### src/rtl/smbp_pkg.sv
package smbp_pkg;
  localparam int BYTE_W = 8;
  localparam int WORD_W = 16;
  localparam int PTR_W  = 2;
  localparam logic [3:0] ADDR_HI = 4'b1001;

  typedef enum logic [2:0] {
    PH_IDLE,
    PH_ADDR,
    PH_PTR,
    PH_WR,
    PH_RD
  } phase_t;

  // number of bus bytes carried by the register a pointer selects
  function automatic logic [1:0] reg_bytes(input logic [PTR_W-1:0] p);
    return (p == 2'd1) ? 2'd1 : 2'd2;
  endfunction
endpackage

### src/rtl/smbp_lines.sv
module smbp_lines #(
  parameter int SYNC_STAGES = 2
) (
  input  logic clk,
  input  logic rst_n,
  input  logic scl_i,
  input  logic sda_i,
  output logic sda_s,
  output logic scl_rise,
  output logic scl_fall,
  output logic start_det,
  output logic stop_det
);
  localparam int LAST = SYNC_STAGES - 1;

  // each stage holds {scl, sda}
  logic [1:0] stg [SYNC_STAGES];
  logic [1:0] prev;

  always_ff @(posedge clk or negedge rst_n) begin
    if (!rst_n) begin
      for (int k = 0; k < SYNC_STAGES; k++) stg[k] <= 2'b11;
      prev <= 2'b11;
    end else begin
      stg[0] <= {scl_i, sda_i};
      for (int k = 1; k < SYNC_STAGES; k++) stg[k] <= stg[k-1];
      prev <= stg[LAST];
    end
  end

  logic scl_c, sda_c, scl_p, sda_p;
  assign scl_c = stg[LAST][1];
  assign sda_c = stg[LAST][0];
  assign scl_p = prev[1];
  assign sda_p = prev[0];

  assign sda_s     = sda_c;
  assign scl_rise  = scl_c & ~scl_p;
  assign scl_fall  = ~scl_c & scl_p;
  assign start_det = scl_c & scl_p & sda_p & ~sda_c;
  assign stop_det  = scl_c & scl_p & ~sda_p & sda_c;
endmodule

### src/rtl/smbp_engine.sv
module smbp_engine
  import smbp_pkg::*;
(
  input  logic                 clk,
  input  logic                 rst_n,
  input  logic                 sda_s,
  input  logic                 scl_rise,
  input  logic                 scl_fall,
  input  logic                 start_det,
  input  logic                 stop_det,
  input  logic [2:0]           strap_i,
  input  logic [WORD_W-1:0]    rd_word,
  output logic                 sda_oe,
  output logic [PTR_W-1:0]     ptr,
  output logic                 wr_en,
  output logic                 wr_idx,
  output logic [BYTE_W-1:0]    wr_data
);
  localparam logic [3:0] BITS = 4'd8;

  phase_t              phase;
  logic [3:0]          bit_cnt;
  logic                ack_slot;
  logic [BYTE_W-1:0]   shreg;
  logic [BYTE_W-1:0]   tx;
  logic [1:0]          byte_idx;
  logic                mst_ack;
  logic [WORD_W-1:0]   snap;
  logic [BYTE_W-1:0]   next_byte;

  // first byte comes live from the register; the second from the snapshot
  always_comb begin
    if (byte_idx == 2'd0)
      next_byte = (ptr == 2'd1) ? rd_word[BYTE_W-1:0] : rd_word[WORD_W-1:BYTE_W];
    else
      next_byte = snap[BYTE_W-1:0];
  end

  always_ff @(posedge clk or negedge rst_n) begin
    if (!rst_n) begin
      phase    <= PH_IDLE;
      bit_cnt  <= '0;
      ack_slot <= 1'b0;
      shreg    <= '0;
      tx       <= '0;
      byte_idx <= '0;
      mst_ack  <= 1'b0;
      snap     <= '0;
      sda_oe   <= 1'b0;
      ptr      <= '0;
      wr_en    <= 1'b0;
      wr_idx   <= 1'b0;
      wr_data  <= '0;
    end else begin
      wr_en <= 1'b0;
      if (start_det || stop_det) begin
        phase    <= start_det ? PH_ADDR : PH_IDLE;
        bit_cnt  <= '0;
        ack_slot <= 1'b0;
        sda_oe   <= 1'b0;
      end else if (scl_rise) begin
        if (ack_slot) begin
          if (phase == PH_RD && byte_idx != 2'd0) mst_ack <= ~sda_s;
        end else if (phase != PH_IDLE && bit_cnt != BITS) begin
          shreg   <= {shreg[BYTE_W-2:0], sda_s};
          bit_cnt <= bit_cnt + 4'd1;
        end
      end else if (scl_fall) begin
        if (ack_slot) begin
          // end of the ninth clock
          ack_slot <= 1'b0;
          bit_cnt  <= '0;
          sda_oe   <= 1'b0;
          if (phase == PH_RD) begin
            if (mst_ack && byte_idx < reg_bytes(ptr)) begin
              tx       <= next_byte;
              sda_oe   <= ~next_byte[BYTE_W-1];
              byte_idx <= byte_idx + 2'd1;
              if (byte_idx == 2'd0) snap <= rd_word;
            end else begin
              phase <= PH_IDLE;
            end
          end
        end else if (bit_cnt == BITS) begin
          // start of the ninth clock
          ack_slot <= 1'b1;
          unique case (phase)
            PH_ADDR: begin
              if (shreg[BYTE_W-1:1] == {ADDR_HI, strap_i}) begin
                sda_oe   <= 1'b1;
                byte_idx <= '0;
                mst_ack  <= 1'b1;
                phase    <= shreg[0] ? PH_RD : PH_PTR;
              end else begin
                phase <= PH_IDLE;
              end
            end
            PH_PTR: begin
              if (shreg[BYTE_W-1:PTR_W] == '0) begin
                ptr      <= shreg[PTR_W-1:0];
                sda_oe   <= 1'b1;
                byte_idx <= '0;
                phase    <= PH_WR;
              end else begin
                phase <= PH_IDLE;
              end
            end
            PH_WR: begin
              sda_oe <= 1'b1;
              if (byte_idx < reg_bytes(ptr)) begin
                wr_en    <= 1'b1;
                wr_idx   <= byte_idx[0];
                wr_data  <= shreg;
                byte_idx <= byte_idx + 2'd1;
              end
            end
            PH_RD:   sda_oe <= 1'b0;
            default: phase  <= PH_IDLE;
          endcase
        end else if (phase == PH_RD) begin
          tx     <= {tx[BYTE_W-2:0], 1'b0};
          sda_oe <= ~tx[BYTE_W-2];
        end
      end
    end
  end
endmodule

### src/rtl/smbp_regs.sv
module smbp_regs
  import smbp_pkg::*;
#(
  parameter logic [BYTE_W-1:0] CFG_RST = 8'h00,
  parameter logic [WORD_W-1:0] THA_RST = 16'h4B00,
  parameter logic [WORD_W-1:0] THB_RST = 16'h5000
) (
  input  logic               clk,
  input  logic               rst_n,
  input  logic [PTR_W-1:0]   ptr,
  input  logic               wr_en,
  input  logic               wr_idx,
  input  logic [BYTE_W-1:0]  wr_data,
  input  logic [WORD_W-1:0]  sample_i,
  output logic [WORD_W-1:0]  rd_word,
  output logic [BYTE_W-1:0]  cfg,
  output logic [WORD_W-1:0]  thr_a,
  output logic [WORD_W-1:0]  thr_b
);
  always_ff @(posedge clk or negedge rst_n) begin
    if (!rst_n) begin
      cfg   <= CFG_RST;
      thr_a <= THA_RST;
      thr_b <= THB_RST;
    end else if (wr_en) begin
      unique case (ptr)
        2'd1: cfg <= wr_data;
        2'd2: if (wr_idx) thr_a[BYTE_W-1:0] <= wr_data;
              else        thr_a[WORD_W-1:BYTE_W] <= wr_data;
        2'd3: if (wr_idx) thr_b[BYTE_W-1:0] <= wr_data;
              else        thr_b[WORD_W-1:BYTE_W] <= wr_data;
        default: ;
      endcase
    end
  end

  always_comb begin
    unique case (ptr)
      2'd0:    rd_word = sample_i;
      2'd1:    rd_word = {{(WORD_W-BYTE_W){1'b0}}, cfg};
      2'd2:    rd_word = thr_a;
      default: rd_word = thr_b;
    endcase
  end
endmodule

### src/rtl/smb_ptr_slave.sv
module smb_ptr_slave
  import smbp_pkg::*;
#(
  parameter int                SYNC_STAGES = 2,
  parameter logic [BYTE_W-1:0] CFG_RST     = 8'h00,
  parameter logic [WORD_W-1:0] THA_RST     = 16'h4B00,
  parameter logic [WORD_W-1:0] THB_RST     = 16'h5000
) (
  input  logic              clk,
  input  logic              rst_n,
  input  logic              scl_i,
  input  logic              sda_i,
  output logic              sda_oe_o,
  input  logic [2:0]        strap_i,
  input  logic [WORD_W-1:0] sample_i,
  output logic [BYTE_W-1:0] cfg_o,
  output logic [WORD_W-1:0] thr_a_o,
  output logic [WORD_W-1:0] thr_b_o
);
  logic sda_s, scl_rise, scl_fall, start_det, stop_det;
  logic [PTR_W-1:0]  ptr;
  logic              wr_en, wr_idx;
  logic [BYTE_W-1:0] wr_data;
  logic [WORD_W-1:0] rd_word;

  smbp_lines #(.SYNC_STAGES(SYNC_STAGES)) u_lines (
    .clk(clk), .rst_n(rst_n), .scl_i(scl_i), .sda_i(sda_i),
    .sda_s(sda_s), .scl_rise(scl_rise), .scl_fall(scl_fall),
    .start_det(start_det), .stop_det(stop_det)
  );

  smbp_engine u_engine (
    .clk(clk), .rst_n(rst_n), .sda_s(sda_s), .scl_rise(scl_rise),
    .scl_fall(scl_fall), .start_det(start_det), .stop_det(stop_det),
    .strap_i(strap_i), .rd_word(rd_word), .sda_oe(sda_oe_o), .ptr(ptr),
    .wr_en(wr_en), .wr_idx(wr_idx), .wr_data(wr_data)
  );

  smbp_regs #(.CFG_RST(CFG_RST), .THA_RST(THA_RST), .THB_RST(THB_RST)) u_regs (
    .clk(clk), .rst_n(rst_n), .ptr(ptr), .wr_en(wr_en), .wr_idx(wr_idx),
    .wr_data(wr_data), .sample_i(sample_i), .rd_word(rd_word),
    .cfg(cfg_o), .thr_a(thr_a_o), .thr_b(thr_b_o)
  );
endmodule

### config.mk
export PLATFORM = sky130hd
export DESIGN_NAME = smb_ptr_slave
export DESIGN_NICKNAME = d
export VERILOG_FILES = /design/src/rtl/smbp_pkg.sv /design/src/rtl/smbp_lines.sv /design/src/rtl/smbp_engine.sv /design/src/rtl/smbp_regs.sv /design/src/rtl/smb_ptr_slave.sv
export SDC_FILE = /design/constraint.sdc
export NUM_CORES = 1
export LEC_CHECK = 0
export BUFFER_PORTS_ARGS = -buffer_cell sky130_fd_sc_hd__buf_2
export CAP_MARGIN = 30
export CORE_ASPECT_RATIO = 0.75
export CORE_MARGIN = 8
export CORE_UTILIZATION = 57
export CTS_BUF_LIST = sky130_fd_sc_hd__clkbuf_16
export DETAILED_ROUTE_END_ITERATION = 7
export GPL_TIMING_DRIVEN = 0
export PLACE_DENSITY = 0.79
export SLEW_MARGIN = 30
export SYNTH_ARGS = -nofsm -noshare
export SYNTH_HDL_FRONTEND = slang
export SYNTH_SLANG_ARGS = --single-unit
export TNS_END_PERCENT = 20
### constraint.sdc
create_clock -name clk -period 3.4 [get_ports clk]
set_clock_uncertainty 0.05 [all_clocks]
set_input_delay 0.51 -clock clk [delete_from_list [all_inputs] [get_ports clk]]
set_output_delay 0.51 -clock clk [all_outputs]
set_load 0.005 [all_outputs]
==> results.py <==
metrics = {
    "worst_setup_path": {
        "critPathRequiredTime_ns": 3.57,
        "worst-setup-path-type": "reg -> reg",
        "rr_worst_depth": 7,
        "path_max_fanout": 9,
        "reg2reg_to": "u_engine.wr_data[7]",
        "worstPathArrival_ns": 3.32,
        "r2r_slack_ns": 0.24,
        "critical_path.endpoint_type": "flop",
        "rr_startpoint": "u_lines.prev[1]",
        "start_kind": "flop",
    },
    "floorplan": {
        "die_w_um": 119.0,
        "initial_core_util": 0.5809,
        "die_area_mm2": 0.01110,
        "rows": 28,
        "fp.coreArea_mm2": 0.007812,
        "die_h_um": 93.28,
        "io_pins": 64,
    },
    "clock_network": {
        "cts_setup_buffers": 0,
        "worstSkewPairLatency_ns": 0.34,
        "ctsResizeCount": 0,
        "cts_buffers": 9,
        "ctsHoldBuffers": 0,
        "clkTransAtPathRegs_ns": 0.07,
        "cts-root-buf": "clkbuf_16",
        "cts_buffer_depth": 2,
        "cts_sinks": 93,
        "cts_max_level": 3,
        "cts_tree": "yes",
    },
    "layout": {
        "fin_nets": 451,
        "fin_cells": 531,
        "stdcell_area_mm2": 0.005315,
        "area_growth_pct": 17.12,
        "final_core_util": 0.6803,
        "n_antenna_cell": 0,
        "drive_gt1_frac": 0.4343,
    },
    "place": {
        "place_area_mm2": 0.005024,
        "pre_cts_ws_ns": 0.07653,
        "dpl.cell_count": 516,
        "place.gp.congestion": 0.9219,
        "hpwl_mm": 7.990,
        "port-buffer-count": 63,
    },
    "routing": {
        "drtIter0Drc": 195,
        "ant_nets": 0,
        "viasPerCell": 6.060,
        "detail_route.wl_per_cell_um": 21.11,
        "drc": 0,
        "vias": 3218,
        "totalWireLength_mm": 11.21,
        "drt_first_pass_iters": 4,
    },
    "global_routing": {
        "grt_pass1_vias": 3338,
        "grt_max_degree": 59,
        "antenna_found_initial": 0,
        "grt_usage": 0.2085,
        "gr-total-overflow": 0,
        "grt_first_pass_wirelength_mm": 18.05,
    },
    "timing": {
        "max_freq_mhz": 316.9,
        "finalSetupViolCount": 0,
        "rsz0062_at_grt": "no",
        "finalHoldViolations": 0,
        "fin_crit_sh": 0.9280,
        "drv_slew": 0,
        "slew_headroom": 0.3792,
        "tightest_slew_ns": 0.9261,
        "min_period_ns": 3.155,
        "hold_ws_ns": 0.01164,
        "finalSetupTns_ns": 0,
        "setup_slack_ns": 0.2446,
    },
    "synth": {
        "netlist.area_leader.share": 0.4467,
        "synth.area.top_cells": "dfrtp_1 (45%), mux2_2 (18%), mux4_2 (7.4%)",
        "synth_nets": 377,
        "yosysSeqAreaShare": 0.5161,
        "syn_area_mm2": 0.004538,
        "synth_commonest_cells": "dfrtp_1 (81), mux2_2 (72), nand2_1 (24)",
        "synthArstFlopShare": 1.000,
        "yosysWarnings": 0,
        "avgSynthCellArea_um2": 13.08,
        "synth.most_common_cell": "dfrtp_1",
        "synth_ff_type": "dfrtp_1",
        "syn-instance-count": 347,
        "synth_seq_cells": 93,
        "yosys.area.top_type": "dfrtp_1",
        "synth_cell_type_count": 50,
        "synth_edf_count": 0,
    },
    "pwr": {
        "fin_total_pwr_mw": 2.244,
        "max-vdd-ir-drop_uv": 343.8,
        "p_per_area_mw_per_mm2": 422.2,
        "p_leak_nw": 2.609,
    },
    "min_path": {
        "hp-class": "in -> async",
    },
    "run_status": {
        "outcome": "complete, no violations",
    },
    "flow_run": {
        "max-cap-violations": 0,
    },
}
[power by group]
group	internal, mW	leakage, nW	total (mW)	switching (mW)
Combinational	0.0472	1.25	0.107	0.0593
Clock	0.569	0.145	0.995	0.427
Sequential	1.12	1.21	1.14	0.0189
[worst max-delay path by stage]
stage                     slack, ns                  end            start  cells after the start
after floorplan                0.72     u_engine.snap[0]  u_engine.ptr[0]                      7
after global placement         0.20     u_engine.snap[1]  u_engine.ptr[0]                      7
after detailed placement       0.08     u_engine.snap[2]  u_engine.ptr[0]                      7
after CTS                      0.04     u_engine.snap[7]  u_engine.ptr[0]                      7
after global routing           0.10  u_engine.wr_data[7]  u_lines.prev[1]                      7
final                          0.24  u_engine.wr_data[7]  u_lines.prev[1]                      7
[routing by layer]
metal	vias up	share of wire	GRT usage
li1	1437	-	-
met1	1641	0.44	0.2731
met2	123	0.48	0.3378
met3	17	0.074	0.05719
met4	0	0.010	0.05456
met5	-	0	0
[critical path, stage by stage, from the launching register on]
cell	delay, ns
dfstp_2	0.55
inv_1	0.04
ha_1	0.22
nor2b_1	0.42
a21boi_1	0.51
nand2_1	0.18
nor3_2	0.63
mux2_2	0.42
[area by class of cell]
cell class | instances | area, um2
inverters | 10 | 37.54
clock inverters | 7 | 70.07
flip-flops and latches | 93 | 2342
clock buffers | 9 | 225.2
well taps | 105 | 131.4
plain buffers | 10 | 40.04
repair buffers | 64 | 349.1
fillers | 556 | 2497
multi-input cells | 233 | 2120
[flip-flops by register name, summed over array words and instances (netlist names)]
register / flops
u_engine.ptr: 2
u_lines.scl_c: 1
u_engine.bit_cnt: 4
u_lines.stg: 2
u_engine.byte_idx: 2
u_engine.snap: 8
u_engine.wr_data: 8
u_engine.sda_oe: 1
u_regs.thr_b: 16
u_lines.prev: 2
u_regs.cfg: 8
u_engine.mst_ack: 1
u_engine.tx: 7
u_engine.phase: 3
u_regs.thr_a: 16
u_lines.sda_s: 1
u_engine.shreg: 8
u_engine.wr_en: 1
u_engine.wr_idx: 1
u_engine.ack_slot: 1
[cells in the final DEF, fill, tap and decap left out, drive strengths merged, types with 6 or more instances in the layout]
cell type	n
a2bb2oi	6
buf	66
clkbuf	17
dfrtp	81
dfstp	12
ha	7
inv	12
mux2	72
mux4	16
nand2	25
nor2	23
nor3	10
o21ai	13
[logic make-up (layout without fill, tap and decap cells)]
family | Yosys count | in the layout | synth area share
and+or+nand+nor | 85 | 85 | 0.09678
buffers and inverters | 21 | 100 | 0.01792
muxes | 90 | 90 | 0.2633
xor gates and xnor gates | 6 | 6 | 0.01158
adders and majority gates | 7 | 7 | 0.01930
DFF | 93 | 93 | 0.5161
AOI/OAI and AO/OA | 45 | 45 | 0.07500
No activity file was read; power rests on OpenSTA's default activity.
